File: src/rtl/bb_pkg.sv
package bb_pkg;
  localparam int unsigned BUS_W   = 32;
  localparam int unsigned LANES   = BUS_W / 8;
  localparam int unsigned BIDX_W  = $clog2(BUS_W);
  // each alias word (4 bytes) selects one of 8 bits of a backing byte
  localparam int unsigned ALIAS_SHIFT = 2 + 3;

  typedef enum logic [1:0] {
    SZ_BYTE = 2'd0,
    SZ_HALF = 2'd1,
    SZ_WORD = 2'd2,
    SZ_RSVD = 2'd3
  } acc_size_e;

  typedef enum logic [2:0] {
    ST_IDLE,
    ST_RD_REQ,
    ST_RD_WAIT,
    ST_WR_REQ,
    ST_WR_WAIT,
    ST_RESP
  } ctl_state_e;
endpackage

File: src/rtl/bb_addr_map.sv
module bb_addr_map
  import bb_pkg::*;
#(
  parameter int unsigned ADDR_W = 32,
  parameter int unsigned WIN_W  = 25,
  parameter logic [ADDR_W-1:0] BASE = 32'h2000_0000
) (
  input  logic [WIN_W-1:0]  off,
  input  acc_size_e         size,
  output logic [ADDR_W-1:0] addr,
  output logic [LANES-1:0]  be,
  output logic [BIDX_W-1:0] bus_bit
);
  localparam int unsigned SPAN_W = WIN_W - ALIAS_SHIFT;

  logic [SPAN_W-1:0] span;
  logic [ADDR_W-1:0] raw;
  logic              unused_lsb;

  assign span       = off[WIN_W-1:ALIAS_SHIFT];
  assign raw        = BASE | ADDR_W'(span);
  assign unused_lsb = ^off[1:0];

  always_comb begin
    case (size)
      SZ_BYTE: begin
        addr    = raw;
        be      = 4'b0001 << raw[1:0];
        bus_bit = {raw[1:0], off[4:2]};
      end
      SZ_HALF: begin
        addr    = {raw[ADDR_W-1:1], 1'b0};
        be      = raw[1] ? 4'b1100 : 4'b0011;
        bus_bit = {raw[1], off[5:2]};
      end
      default: begin
        addr    = {raw[ADDR_W-1:2], 2'b00};
        be      = 4'b1111;
        bus_bit = off[6:2];
      end
    endcase
  end
endmodule

File: src/rtl/bb_bit_merge.sv
module bb_bit_merge
  import bb_pkg::*;
(
  input  logic [BUS_W-1:0]  rd_word,
  input  logic [BIDX_W-1:0] bus_bit,
  input  logic              set_val,
  output logic              bit_val,
  output logic [BUS_W-1:0]  wr_word
);
  assign bit_val = rd_word[bus_bit];

  for (genvar g = 0; g < LANES; g++) begin : g_lane
    logic [7:0] lane_in;
    logic [7:0] lane_mask;
    logic [7:0] lane_set;
    assign lane_in   = rd_word[g*8 +: 8];
    assign lane_mask = 8'h01 << bus_bit[2:0];
    assign lane_set  = {7'b0, set_val} << bus_bit[2:0];
    assign wr_word[g*8 +: 8] = (bus_bit[BIDX_W-1:3] == 2'(g))
                             ? ((lane_in & ~lane_mask) | lane_set)
                             : lane_in;
  end
endmodule

File: src/rtl/bb_ctrl.sv
module bb_ctrl
  import bb_pkg::*;
(
  input  logic clk,
  input  logic rst_n,
  input  logic up_valid,
  input  logic up_write,
  input  logic dn_gnt,
  input  logic dn_rvalid,
  input  logic dn_err,
  output logic up_ready,
  output logic accept,
  output logic dn_req,
  output logic dn_we,
  output logic dn_lock,
  output logic rsp_valid,
  output logic rd_done,
  output logic fault,
  output logic is_wr
);
  ctl_state_e state_q, state_d;
  logic       wr_q;

  assign up_ready  = (state_q == ST_IDLE);
  assign accept    = up_ready && up_valid;
  assign dn_req    = (state_q == ST_RD_REQ) || (state_q == ST_WR_REQ);
  assign dn_we     = (state_q == ST_WR_REQ);
  assign dn_lock   = wr_q && (state_q inside {ST_RD_REQ, ST_RD_WAIT, ST_WR_REQ, ST_WR_WAIT});
  assign rsp_valid = (state_q == ST_RESP);
  assign rd_done   = (state_q == ST_RD_WAIT) && dn_rvalid && !dn_err;
  assign fault     = ((state_q == ST_RD_WAIT) || (state_q == ST_WR_WAIT)) && dn_rvalid && dn_err;
  assign is_wr     = wr_q;

  always_comb begin
    state_d = state_q;
    case (state_q)
      ST_IDLE:    if (up_valid)  state_d = ST_RD_REQ;
      ST_RD_REQ:  if (dn_gnt)    state_d = ST_RD_WAIT;
      ST_RD_WAIT: if (dn_rvalid) state_d = (dn_err || !wr_q) ? ST_RESP : ST_WR_REQ;
      ST_WR_REQ:  if (dn_gnt)    state_d = ST_WR_WAIT;
      ST_WR_WAIT: if (dn_rvalid) state_d = ST_RESP;
      ST_RESP:                   state_d = ST_IDLE;
      default:                   state_d = ST_IDLE;
    endcase
  end

  always_ff @(posedge clk or negedge rst_n) begin
    if (!rst_n) begin
      state_q <= ST_IDLE;
      wr_q    <= 1'b0;
    end else begin
      state_q <= state_d;
      if (accept) wr_q <= up_write;
    end
  end

  AST_ONE_OUTSTANDING: assert property (@(posedge clk) disable iff (!rst_n)
    accept |=> !up_ready);
  AST_LOCKED_WRITE: assert property (@(posedge clk) disable iff (!rst_n)
    (dn_req && dn_we) |-> dn_lock);
  AST_ERR_ABORTS: assert property (@(posedge clk) disable iff (!rst_n)
    (dn_rvalid && dn_err) |=> (!dn_req && rsp_valid));
  AST_REQ_HELD: assert property (@(posedge clk) disable iff (!rst_n)
    (dn_req && !dn_gnt) |=> (dn_req && $stable(dn_we)));
endmodule

File: src/rtl/bitband_bridge.sv
module bitband_bridge
  import bb_pkg::*;
#(
  parameter int unsigned ADDR_W = 32,
  parameter int unsigned WIN_W  = 25,
  parameter logic [ADDR_W-1:0] BASE = 32'h2000_0000
) (
  input  logic              clk,
  input  logic              rst_n,
  input  logic              up_valid,
  output logic              up_ready,
  input  logic              up_write,
  input  logic [1:0]        up_size,
  input  logic [WIN_W-1:0]  up_offset,
  input  logic [31:0]       up_wdata,
  output logic              up_rsp_valid,
  output logic [31:0]       up_rdata,
  output logic              up_err,
  output logic              dn_req,
  input  logic              dn_gnt,
  output logic              dn_we,
  output logic              dn_lock,
  output logic [ADDR_W-1:0] dn_addr,
  output logic [3:0]        dn_be,
  output logic [31:0]       dn_wdata,
  input  logic              dn_rvalid,
  input  logic [31:0]       dn_rdata,
  input  logic              dn_err
);
  // reset: asserted asynchronously, released on the clock
  logic rst_meta, rst_sync_n;
  always_ff @(posedge clk or negedge rst_n) begin
    if (!rst_n) begin
      rst_meta   <= 1'b0;
      rst_sync_n <= 1'b0;
    end else begin
      rst_meta   <= 1'b1;
      rst_sync_n <= rst_meta;
    end
  end

  logic accept, rd_done, fault, is_wr;
  logic [WIN_W-1:0]  off_q;
  acc_size_e         size_q;
  logic              wbit_q;
  logic [BUS_W-1:0]  wr_data_q, merged;
  logic              rbit_q, bit_val, err_q;
  logic [BIDX_W-1:0] bus_bit;
  logic              unused_wdata;

  assign unused_wdata = ^up_wdata[31:1];

  bb_ctrl u_ctrl (
    .clk       (clk),
    .rst_n     (rst_sync_n),
    .up_valid  (up_valid),
    .up_write  (up_write),
    .dn_gnt    (dn_gnt),
    .dn_rvalid (dn_rvalid),
    .dn_err    (dn_err),
    .up_ready  (up_ready),
    .accept    (accept),
    .dn_req    (dn_req),
    .dn_we     (dn_we),
    .dn_lock   (dn_lock),
    .rsp_valid (up_rsp_valid),
    .rd_done   (rd_done),
    .fault     (fault),
    .is_wr     (is_wr)
  );

  bb_addr_map #(.ADDR_W(ADDR_W), .WIN_W(WIN_W), .BASE(BASE)) u_map (
    .off     (off_q),
    .size    (size_q),
    .addr    (dn_addr),
    .be      (dn_be),
    .bus_bit (bus_bit)
  );

  bb_bit_merge u_merge (
    .rd_word (dn_rdata),
    .bus_bit (bus_bit),
    .set_val (wbit_q),
    .bit_val (bit_val),
    .wr_word (merged)
  );

  // request capture
  always_ff @(posedge clk or negedge rst_sync_n) begin
    if (!rst_sync_n) begin
      off_q  <= '0;
      size_q <= SZ_BYTE;
      wbit_q <= 1'b0;
    end else if (accept) begin
      off_q  <= up_offset;
      size_q <= acc_size_e'(up_size);
      wbit_q <= up_wdata[0];
    end
  end

  // read-phase capture and error flag
  always_ff @(posedge clk or negedge rst_sync_n) begin
    if (!rst_sync_n) begin
      wr_data_q <= '0;
      rbit_q    <= 1'b0;
      err_q     <= 1'b0;
    end else begin
      if (rd_done) begin
        wr_data_q <= merged;
        rbit_q    <= bit_val;
      end
      if (accept)     err_q <= 1'b0;
      else if (fault) err_q <= 1'b1;
    end
  end

  assign dn_wdata = wr_data_q;
  assign up_err   = up_rsp_valid && err_q;
  assign up_rdata = {31'b0, up_rsp_valid && !err_q && !is_wr && rbit_q};

  AST_RDATA_ONE_BIT: assert property (@(posedge clk) disable iff (!rst_sync_n)
    up_rsp_valid |-> (up_rdata[31:1] == 31'b0));
  AST_ADDR_HELD: assert property (@(posedge clk) disable iff (!rst_sync_n)
    (dn_req && !dn_gnt) |=> $stable(dn_addr));
  AST_WORD_ALIGNED: assert property (@(posedge clk) disable iff (!rst_sync_n)
    (dn_req && size_q inside {SZ_WORD, SZ_RSVD}) |-> (dn_addr[1:0] == 2'b00));
  AST_HALF_ALIGNED: assert property (@(posedge clk) disable iff (!rst_sync_n)
    (dn_req && size_q == SZ_HALF) |-> !dn_addr[0]);
  AST_IN_BACKING: assert property (@(posedge clk) disable iff (!rst_sync_n)
    dn_req |-> ((dn_addr & BASE) == BASE));
endmodule

File: config.mk
export PLATFORM = sky130hd
export DESIGN_NAME = bitband_bridge
export DESIGN_NICKNAME = d
export VERILOG_FILES = /design/src/rtl/bb_pkg.sv /design/src/rtl/bb_addr_map.sv /design/src/rtl/bb_bit_merge.sv /design/src/rtl/bb_ctrl.sv /design/src/rtl/bitband_bridge.sv
export SDC_FILE = /design/constraint.sdc
export NUM_CORES = 1
export LEC_CHECK = 0
export ABC_AREA = 0
export BUFFER_PORTS_ARGS = -buffer_cell sky130_fd_sc_hd__buf_2
export CAP_MARGIN = 15
export CORE_ASPECT_RATIO = 0.75
export CORE_UTILIZATION = 40
export DETAILED_ROUTE_END_ITERATION = 8
export MAX_ROUTING_LAYER = met4
export PLACE_DENSITY_LB_ADDON = 0.15
export SYNTH_ARGS = -nofsm -noshare
export SYNTH_HDL_FRONTEND = slang
export SYNTH_SLANG_ARGS = --single-unit
File: constraint.sdc
create_clock -name clk -period 1.8 [get_ports clk]
set_input_delay 0.45 -clock clk [delete_from_list [all_inputs] [get_ports clk]]
set_output_delay 0.45 -clock clk [all_outputs]
set_load 0.005 [all_outputs]
==> results.sh <==
export IMPL_cp_start_kind="flop"
export IMPL_die_area_sq_um=9870
export IMPL_seq_area_frac_synth=0.436
export IMPL_final_cell_area_sq_um=4900
export IMPL_coreArea_sq_um=9120
export IMPL_fin_nets=628
export IMPL_first_global_vias=2952
export IMPL_power_share_switching=0.367
export IMPL_power_density_nw_per_um2=1670
export IMPL_routed_via_count=3148
export IMPL_globalRouteTotalUtil=0.199
export IMPL_dp_hpwl_mm=6.62
export IMPL_htree_num_levels=3
export IMPL_timing_hold_ws_ns=0.226
export IMPL_top_reg_cell_synth="dfrtp_1"
export IMPL_syn_avg_cell_area_sq_um=9.79
export IMPL_num_rows=30
export IMPL_cts_tree="built"
export IMPL_slowest_stage="dfrtp_2"
export IMPL_crit_arrival_ns=1.31
export IMPL_cp_data_required_time_ns=1.35
export IMPL_clock_sinks=66
export IMPL_final_period_minus_worst_setup_slack_ns=1.76
export IMPL_final_max_slew_viol_count=0
export IMPL_synth_area_sq_um=3790
export IMPL_run_status="finished, final reports clean"
export IMPL_firstDrtPassIters=4
export IMPL_critical_path_max_stage_delay_ns=0.43
export IMPL_fmax_ghz=0.567
export IMPL_drc=0
export IMPL_static_leakage_power_uw=0.00240
export IMPL_place_area_sq_um=4510
export IMPL_cell_internal_pwr_uw=5200
export IMPL_number_of_drc_markers_in_iteration_0=122
export IMPL_layout_drive_gt1_share=0.394
export IMPL_p_comb_frac=0.471
export IMPL_worstHoldPathType="flop to async pin"
export IMPL_dieWidth_um=114
export IMPL_grt_antenna_before_repair=2
export IMPL_dp_cells=638
export IMPL_grt_setup_unrepaired="yes"
export IMPL_number_of_synthesized_register_bits=66
export IMPL_vias_per_cell=4.73
export IMPL_first_pass_grt_wire_length_mm=14.6
export IMPL_synth_edf_count=0
export IMPL_syn_instance_count=387
export IMPL_ys_types=39
export IMPL_proportion_of_synthesized_flip_flops_having_asynchronous_set_or_reset=1.00
export IMPL_clock_transition_at_the_registers_of_the_reported_paths_ns=0.06
export IMPL_design_portCount=204
export IMPL_grt_start_max_net_pins=67
export IMPL_critical_path_endpoint_type="output pin"
export IMPL_crit_path_cell_trace="inv_2, and3_4, and3_1, buf_2"
export IMPL_clockRootBuffer="clkbuf_16"
export IMPL_gp_congestion=0.847
export IMPL_seqPwrFrac=0.333
export IMPL_place_ws_ns=0.00148
export IMPL_fin_ws_ns=0.0375
export IMPL_finalSetupViolCount=0
export IMPL_routedWlPerCell_um=13.8
export IMPL_timing_max_cap_violations=0
export IMPL_insertion_delay_of_the_later_clocked_pin_in_the_worst_skew_pair_ns=0.33
export IMPL_numPortBuffers=127
export IMPL_post_route_period_util=0.979
export IMPL_floorplan_initialDensity=0.415
export IMPL_irDropWorstVdd_mv=0.805
export IMPL_route_final_wire_length_mm=9.18
export IMPL_cts_buffer_depth=2
export IMPL_final_setup_skew_ns=0.00383
export IMPL_p_switching_uw=3010
export IMPL_cts_buf_count=9
export IMPL_detail_route_antenna_nets=0
export IMPL_power_frac_clock=0.196
export IMPL_finalHoldViolCount=0
export IMPL_setup_worst_path_class="flop to output pin"
export IMPL_grt_remaining_overflow=0
export IMPL_layout_overhead_on_the_synthesized_area_pct=29.4
export IMPL_final_cell_count_no_fill=665
export IMPL_die_y_um=86.3
export IMPL_reg2regPathDepth=5
export IMPL_yosys_warnings=0
export IMPL_timing_critical_path_fanout_max=5
[cell usage after synthesis (2+ instances only)]
master     n  area (sq um)
a21oi_1   39           195
and2_1     5          31.3
and3_1     4          25.0
buf_2     10          50.1
buf_4     48           360
clkbuf_1   9          33.8
conb_1     2          7.51
dfrtp_1   66          1650
inv_1      4          15.0
mux2_2    26           293
mux2i_1   36           360
mux4_1     4           105
nand2_1   24          90.1
nand2b_1   3          18.8
nand3_1    4          20.0
nand3b_1   2          15.0
nor2_1    58           218
nor2b_1    6          37.5
nor3_1    11          55.1
nor3b_1    2          15.0
o21ai_0    4          20.0
o32ai_1    3          26.3
[cell families after synthesis]
family / share of synthesized area
other: 0.00198
XOR/XNOR: 0.00231
multiplexers: 0.200
AO/OA/AOI/OAI: 0.0829
AND/OR/NAND/NOR: 0.152
buffers and inverters: 0.124
flip-flops: 0.436
[through the flow]
step / TNS [ns] / total power, uW / utilization
3_5_place_dp: 0 / 6400 / 0.495
3_3_place_gp: 0 / 6330 / 0.495
4_1_cts: 0 / 8160 / 0.531
5_1_grt: -0.0462 / 8830 / 0.537
2_1_floorplan: 0 / 4960 / -
6_report: 0 / 8210 / 0.537
[layout by cell type (no fill, tap or decap), types with 4 or more instances in the layout]
master     instances
buf_2            127
dfrtp_1           61
nor2_1            58
conb_1            44
a21oi_1           39
mux2i_1           36
mux2_2            26
nand2_1           24
buf_4             24
nor3_1            11
clkbuf_16          9
nor2b_1            5
and2_1             5
dfrtp_2            5
nand3_1            4
mux4_1             4
buf_12             4
[repair_timing]
action / in CTS / in global routing
hold buffers: 1 / 0
buffers inserted: 3 / 5
cloned: 0 / 0
resized for setup: 9 / 5
endpoints found under the hold margin: 2 / 0
setup endpoints to repair: 9 / 8
[power by group through the flow]
stage	clock network, uW	registers [uW]	logic (uW)
after global routing	1720	2850	4260
after floorplan	0	2690	2270
after global placement	0	2730	3600
after detailed placement	0	2740	3660
after CTS	1650	2740	3770
final	1610	2740	3860
[flip-flops by register name (all words and copies together), names as in the netlist]
register / flops
u_ctrl.is_wr: 1
wbit_q: 1
u_ctrl.state_q: 3
rst_sync_n: 1
rst_meta: 1
dn_wdata: 32
err_q: 1
rbit_q: 1
off_q: 23
size_q: 2
[final cells by class]
class / count / area [sq um]
Multi-Input combinational cell: 291 / 1860
Clock buffer: 11 / 243
Sequential cell: 66 / 1660
Timing Repair Buffer: 158 / 928
Clock inverter: 5 / 30.0
Antenna cell: 2 / 5.00
Tap cell: 128 / 160
Fill cell: 853 / 4220
Inverter: 4 / 15.0
[worst max-delay path, delay by kind of cell, from the launching register on]
family / cells / cell delay [ns]
DFF: 1 / 0.43
and+or+nand+nor: 2 / 0.34
buffers and inverters: 2 / 0.21
[per-layer routing]
metal  global-route usage  up-vias  wire length (um)
met5                    -        -                 0
met4               0.0697        0               116
met1                0.254     1483              4170
met2                0.300      123              4170
li1                     -     1529                 -
met3               0.0594       13               719
[final timing paths]
check | endpoint | from | slack, ns
setup / recovery | up_rdata[0] | u_ctrl.state_q[1] | 0.04
hold / removal | off_q[11] | rst_sync_n | 0.23
setup reg to reg | rbit_q | off_q[2] | 0.04
hold reg to reg | off_q[11] | rst_sync_n | 0.23
max in group asynchronous | dn_wdata[18] | rst_sync_n | 0.98
min in group clk | off_q[4] | up_offset[4] | 0.34
(Power assumes the default switching activity.)
